==> src/rtl/mac_pkg.sv <==
package mac_pkg;
    localparam int XLEN = 32;
    localparam int HALF = XLEN / 2;
    localparam int EXT  = XLEN + 1;
    localparam int BW   = HALF + 1;
    localparam int PW   = 2 * XLEN;
    localparam int PPW  = EXT + BW;

    typedef enum logic [1:0] {
        MAC_SET = 2'd0,
        MAC_ADD = 2'd1,
        MAC_SUB = 2'd2,
        MAC_LOW = 2'd3
    } mac_op_e;

    typedef struct packed {
        mac_op_e           op;
        logic              sgn;
        logic [XLEN-1:0]   rs;
        logic [XLEN-1:0]   rt;
    } mac_req_t;

    typedef struct packed {
        logic              vld;
        mac_op_e           op;
        logic [PW-1:0]     prod;
    } mac_done_t;

    function automatic logic rt_is_short(input logic [XLEN-1:0] v, input logic sgn);
        if (sgn)
            return v[XLEN-1:HALF] == {HALF{v[HALF-1]}};
        return v[XLEN-1:HALF] == '0;
    endfunction

    function automatic logic [EXT-1:0] widen(input logic [XLEN-1:0] v, input logic sgn);
        return {sgn & v[XLEN-1], v};
    endfunction
endpackage

==> src/rtl/mac_engine.sv <==
module mac_engine
    import mac_pkg::*;
(
    input  logic      clk,
    input  logic      rst,
    input  logic      start,
    input  mac_req_t  req,
    output logic      ready,
    output mac_done_t done
);
    logic              active, last, hi_pass;
    mac_op_e           op_q;
    logic [EXT-1:0]    a_q;
    logic [BW-1:0]     b_q, bhi_q;
    logic [PW-1:0]     part_q;
    logic signed [PPW-1:0] pp;
    logic [PW-1:0]     pp_ext, sum;

    // one shared 33x17 signed multiplier, used once or twice per operation
    assign pp     = $signed({{(PPW-EXT){a_q[EXT-1]}}, a_q}) * $signed({{(PPW-BW){b_q[BW-1]}}, b_q});
    assign pp_ext = {{(PW-PPW){pp[PPW-1]}}, pp};
    assign sum    = part_q + (hi_pass ? (pp_ext << HALF) : pp_ext);

    assign ready     = !active || last;
    assign done.vld  = active && last;
    assign done.op   = op_q;
    assign done.prod = sum;

    always_ff @(posedge clk) begin
        if (rst) begin
            active  <= 1'b0;
            last    <= 1'b0;
            hi_pass <= 1'b0;
            op_q    <= MAC_SET;
            a_q     <= '0;
            b_q     <= '0;
            bhi_q   <= '0;
            part_q  <= '0;
        end else if (start) begin
            active  <= 1'b1;
            hi_pass <= 1'b0;
            op_q    <= req.op;
            a_q     <= widen(req.rs, req.sgn);
            part_q  <= '0;
            bhi_q   <= {req.sgn & req.rt[XLEN-1], req.rt[XLEN-1:HALF]};
            if (rt_is_short(req.rt, req.sgn)) begin
                last <= 1'b1;
                b_q  <= {req.sgn & req.rt[HALF-1], req.rt[HALF-1:0]};
            end else begin
                last <= 1'b0;
                b_q  <= {1'b0, req.rt[HALF-1:0]};
            end
        end else if (active && !last) begin
            part_q  <= sum;
            b_q     <= bhi_q;
            hi_pass <= 1'b1;
            last    <= 1'b1;
        end else if (active) begin
            active <= 1'b0;
        end
    end

    assert_long_busy_one_cycle_R8: assert property (@(posedge clk) disable iff (rst)
        (start && !rt_is_short(req.rt, req.sgn)) |=> (!ready ##1 ready));
endmodule

==> src/rtl/mac_accum.sv <==
module mac_accum
    import mac_pkg::*;
(
    input  logic            clk,
    input  logic            rst,
    input  mac_done_t       done,
    output logic [XLEN-1:0] hi,
    output logic [XLEN-1:0] lo
);
    logic [PW-1:0] hilo_q, hilo_d;

    always_comb begin
        case (done.op)
            MAC_SET: hilo_d = done.prod;
            MAC_ADD: hilo_d = hilo_q + done.prod;
            MAC_SUB: hilo_d = hilo_q - done.prod;
            default: hilo_d = hilo_q;
        endcase
    end

    always_ff @(posedge clk) begin
        if (rst)
            hilo_q <= '0;
        else if (done.vld)
            hilo_q <= hilo_d;
    end

    assign hi = hilo_q[PW-1:XLEN];
    assign lo = hilo_q[XLEN-1:0];

    assert_low_keeps_hilo_R7: assert property (@(posedge clk) disable iff (rst)
        (done.vld && done.op == MAC_LOW) |=> $stable(hilo_q));

    assert_hilo_moves_on_commit_R3: assert property (@(posedge clk) disable iff (rst)
        !$stable(hilo_q) |-> $past(done.vld));
endmodule

==> src/rtl/mac_wb.sv <==
module mac_wb
    import mac_pkg::*;
(
    input  logic            clk,
    input  logic            rst,
    input  logic            commit,
    input  mac_op_e         op,
    input  logic [XLEN-1:0] prod_lo,
    output logic            res_valid,
    output logic [XLEN-1:0] res_lo
);
    logic            stage_v;
    logic [XLEN-1:0] stage_d;

    always_ff @(posedge clk) begin
        if (rst) begin
            stage_v   <= 1'b0;
            stage_d   <= '0;
            res_valid <= 1'b0;
            res_lo    <= '0;
        end else begin
            stage_v   <= commit && op == MAC_LOW;
            if (commit && op == MAC_LOW)
                stage_d <= prod_lo;
            res_valid <= stage_v;
            if (stage_v)
                res_lo <= stage_d;
        end
    end

    assert_result_two_edges_R7: assert property (@(posedge clk) disable iff (rst)
        res_valid |-> $past(commit && op == MAC_LOW, 2));
endmodule

==> src/rtl/mac_hilo.sv <==
module mac_hilo
    import mac_pkg::*;
(
    input  logic        clk,
    input  logic        rst,
    input  logic        in_valid,
    input  logic [1:0]  in_op,
    input  logic        in_signed,
    input  logic [31:0] in_rs,
    input  logic [31:0] in_rt,
    output logic        ready,
    output logic        res_valid,
    output logic [31:0] res_lo,
    output logic [31:0] hi_out,
    output logic [31:0] lo_out
);
    mac_req_t  req;
    mac_done_t done;
    logic      start;

    assign req.op  = mac_op_e'(in_op);
    assign req.sgn = in_signed;
    assign req.rs  = in_rs;
    assign req.rt  = in_rt;
    assign start   = in_valid && ready;

    mac_engine u_engine (
        .clk   (clk),
        .rst   (rst),
        .start (start),
        .req   (req),
        .ready (ready),
        .done  (done)
    );

    mac_accum u_accum (
        .clk  (clk),
        .rst  (rst),
        .done (done),
        .hi   (hi_out),
        .lo   (lo_out)
    );

    mac_wb u_wb (
        .clk       (clk),
        .rst       (rst),
        .commit    (done.vld),
        .op        (done.op),
        .prod_lo   (done.prod[XLEN-1:0]),
        .res_valid (res_valid),
        .res_lo    (res_lo)
    );

    assert_short_keeps_ready_R8: assert property (@(posedge clk) disable iff (rst)
        (start && rt_is_short(in_rt, in_signed)) |=> ready);
endmodule

==> config.mk <==
export PLATFORM = sky130hd
export DESIGN_NAME = mac_hilo
export DESIGN_NICKNAME = d
export VERILOG_FILES = /design/src/rtl/mac_pkg.sv /design/src/rtl/mac_engine.sv /design/src/rtl/mac_accum.sv /design/src/rtl/mac_wb.sv /design/src/rtl/mac_hilo.sv
export SDC_FILE = /design/constraint.sdc
export NUM_CORES = 2
export LEC_CHECK = 0
export BUFFER_PORTS_ARGS = -buffer_cell sky130_fd_sc_hd__buf_4
export CAP_MARGIN = 20
export CORE_MARGIN = 5
export CORE_UTILIZATION = 39
export CTS_BUF_LIST = sky130_fd_sc_hd__clkbuf_2
export CTS_CLUSTER_DIAMETER = 60
export DETAILED_ROUTE_END_ITERATION = 8
export PLACE_DENSITY = 0.59
export SETUP_SLACK_MARGIN = 0.1
export SYNTH_ARGS = -nofsm -noshare
export SYNTH_HDL_FRONTEND = slang
export SYNTH_SLANG_ARGS = --single-unit
export TNS_END_PERCENT = 10
==> constraint.sdc <==
create_clock -name clk -period 21.1 [get_ports clk]
set_input_delay 3.165 -clock clk [delete_from_list [all_inputs] [get_ports clk]]
set_output_delay 3.165 -clock clk [all_outputs]
set_load 0.005 [all_outputs]
==> results.md <==
- Post-synthesis async set-or-reset flop share: 0%
- CTS resizes: 0
- Clk slew on worst S/H paths: 0.10 ns
- Top cell type by total area after synthesis: fa_1
- First-pass GRT wire length: 185000 µm
- Post-synth cell types: 79
- Max H-tree Level: 3
- Pleak: 0.0197 µW
- DRT Wirelength: 115000 µm
- Pin count of the biggest net entering global routing: 81
- Initial antenna violation count: 2
- Yosys reg bits: 266
- Gr ovfl total: 0
- Flop-to-flop setup slack: 6.70 ns
- TritonRoute pass-1 iters: 5
- Die Height: 324 µm
- R2R depth: 56
- Worst hold path depth: 2
- Kind of critical path: flop to flop
- Mapped cell area: 38400 µm²
- Layout area overhead: 8.13%
- Post-synth top cells: nand2_1 (727), inv_1 (654), fa_1 (538)
- Worst slew pin tran: 1.03 ns
- Clock skew: 0.160 ns
- Crit-path max cell delay: 0.86 ns
- CTS buffer count: 85
- Share of the synthesized area in the top cell type: 28.1%
- CP endpoint kind: flop
- Ys flop type: dfxtp_1
- Io pins: 168
- Post-synth EDFFs: 0
- Crit path arrival time: 15.55 ns
- Fmax achieved: 0.0694 GHz
- Setup TNS: 0 ns
- PwrDens: 73.4 nW/µm²
- CTS sink count: 266
- RSZ-0062 raised after global routing: no
- Rows: 115
- Placeable core area: 98000 µm²
- Synthesized instance count: 4779
- Worst Hold Path EP: u_engine.bhi_q[10]
- Avg WL per Cell: 18.7 µm
- Initial Util: 39.2%
- Slew Viols, Final: 0
- Placed cells: 6028
- Skew-Pair Late Insertion Delay: 1.31 ns
- Final core occ: 42.3%
- Vias in the first global route: 33.2k
- Status: finished clean
- Synth Area per Inst: 8.03 µm²
- Min cycle time layout: 14.40 ns
- Die width: 324 µm
- Synth area leaders: fa_1 (28%), dfxtp_1 (14%), ha_1 (8.1%)
- Final Hold Fails: 0
- R2R Path End: u_accum.hilo_q[61]
- Post-route ant nets: 0
- Hold WC Path Type: flop to flop
- Post-route DRC: 0
- Maxcap violations: 0
- TritonCTS clock tree: yes
- Starting DRT DRC Count: 2029
- Synthesized Nets: 5635
- CP Max Fanout: 21
- Layout Cells excl Fill: 6181
- Postcts setup bufs: 0
- Setup violators final: 0
- # nets final: 5685
- Detail Placement HPWL: 91200 µm
- GPL Wtd Cong: 0.910
- Worst vdd ir: 0.0445 mV
- Tcrit/Tclk final: 68.3%
- Cts hold-fix bufs: 0
- IO buf count: 167
- Worst EP required: 22.24 ns
- Worst slew margin: 30.9%
- Hold path startpoint: u_engine.bhi_q[10]
- GRT Total Usage: 22.2%
- Root Buffer: clkbuf_2
- Proportion of layout cells with a drive suffix above 1: 8.04%
- Yosys warnings: 0
- Vias per cell: 5.28
- CTS max path bufs: 3
- Via count: 32.6k
- Die area: 105000 µm²
- Crit path launch type: flop
- Top-count cell post-synth: nand2_1
- Sequential element share of the synthesized area: 13.9%
- Reg-to-Reg Start: u_engine.b_q[8]
- Slowest cell on crit path: dfxtp_1
-- sequential cells by signal, summed over array words and instances, names as in the netlist --
| signal | flops |
|---|---|
| u_engine.part_q | 64 |
| u_wb.res_valid | 1 |
| u_engine.hi_pass | 1 |
| u_engine.last | 1 |
| u_engine.active | 1 |
| u_wb.stage_d | 32 |
| u_wb.stage_v | 1 |
| u_accum.hilo_q | 64 |
| u_wb.res_lo | 32 |
| u_engine.b_q | 17 |
| u_engine.op_q | 2 |
| u_engine.bhi_q | 17 |
| u_engine.a_q | 33 |
-- cell families after synthesis --
| family | after synthesis | synth area share (%) |
|---|---|---|
| flops | 266 | 13.9 |
| simple gates | 1611 | 19.4 |
| mux | 72 | 1.90 |
| compound gates | 900 | 14.5 |
| xor+xnor | 226 | 5.16 |
| buf+inv | 918 | 8.99 |
| fa+ha+maj | 786 | 36.2 |
-- report_power, final --
| group | internal (µW) | switching (µW) | total (µW) |
|---|---|---|---|
| Clock | 155 | 281 | 436 |
| Combinational | 741 | 1300 | 2040 |
| Sequential | 528 | 42.2 | 570 |
| Total | 1420 | 1620 | 3050 |
-- worst max-delay path, delay by kind of cell (launching register included) --
family / cells / cell delay [ns]
fa+ha+maj: 9 / 4.21
mux: 1 / 0.15
xor+xnor: 4 / 0.92
simple gates: 10 / 2.24
compound gates: 26 / 5.37
flops: 1 / 0.86
buf+inv: 6 / 0.61
-- worst max path at each step --
stage                     startpoint                  to  slack [ns]  cells after the start
floorplan           u_engine.a_q[18]  u_accum.hilo_q[62]        8.99                     58
global placement     u_engine.b_q[8]  u_accum.hilo_q[57]        6.78                     56
detailed placement   u_engine.b_q[8]  u_accum.hilo_q[61]        6.90                     55
CTS                  u_engine.b_q[8]  u_accum.hilo_q[61]        6.72                     56
global route         u_engine.b_q[8]  u_accum.hilo_q[61]        5.62                     56
finish               u_engine.b_q[8]  u_accum.hilo_q[61]        6.70                     56
-- layout by cell type, fill, tap and decap left out, drive strengths merged, types with 9 or more instances in the layout --
cell type	n
dfxtp	266
or3	14
and2	241
xnor2	155
o21ai	152
inv	657
a21oi	359
or4	9
nand2	727
o31ai	17
mux2i	65
a21o	119
xor2	71
fa	538
clkbuf	115
nor3	61
a41oi	11
a211oi	66
clkinv	31
o211ai	34
and3	22
nor2	315
nand4	34
nor4	14
nand2b	41
o21bai	27
o21a	26
a31oi	29
nor2b	39
ha	248
buf	224
or2	11
nand3	53
-- metal layers --
layer | vias up | global-route usage, % | part of all wire, %
met1 | 16000 | 32.1 | 47
met3 | 159 | 4.10 | 6.7
met5 | - | 0 | 0
met2 | 934 | 34.3 | 44
li1 | 15500 | - | -
met4 | 0 | 5.65 | 2.3
-- area by class of cell --
type                    count  area, µm²
clock inverters            32        180
flip-flops and latches    266       5330
inverters                 657       2470
clock buffers             115        576
fillers                 10200      56500
repair buffers            224       1680
diodes                      5       12.5
multi-input cells        3595      29600
well taps                1287       1610
-- through the flow --
step / total power (µW) / instance area (µm²) / worst slack, ns / hold slack, ns
global placement: 2590 / 40700 / 6.78 / 0.440
CTS: 3050 / 41500 / 6.72 / 0.458
global route: 3310 / 41500 / 5.62 / 0.487
finish: 3050 / 41500 / 6.70 / 0.460
detailed placement: 2580 / 40700 / 6.90 / 0.444
floorplan: 2010 / 38400 / 8.99 / 0.432
Power figures use the tool's default switching activity.
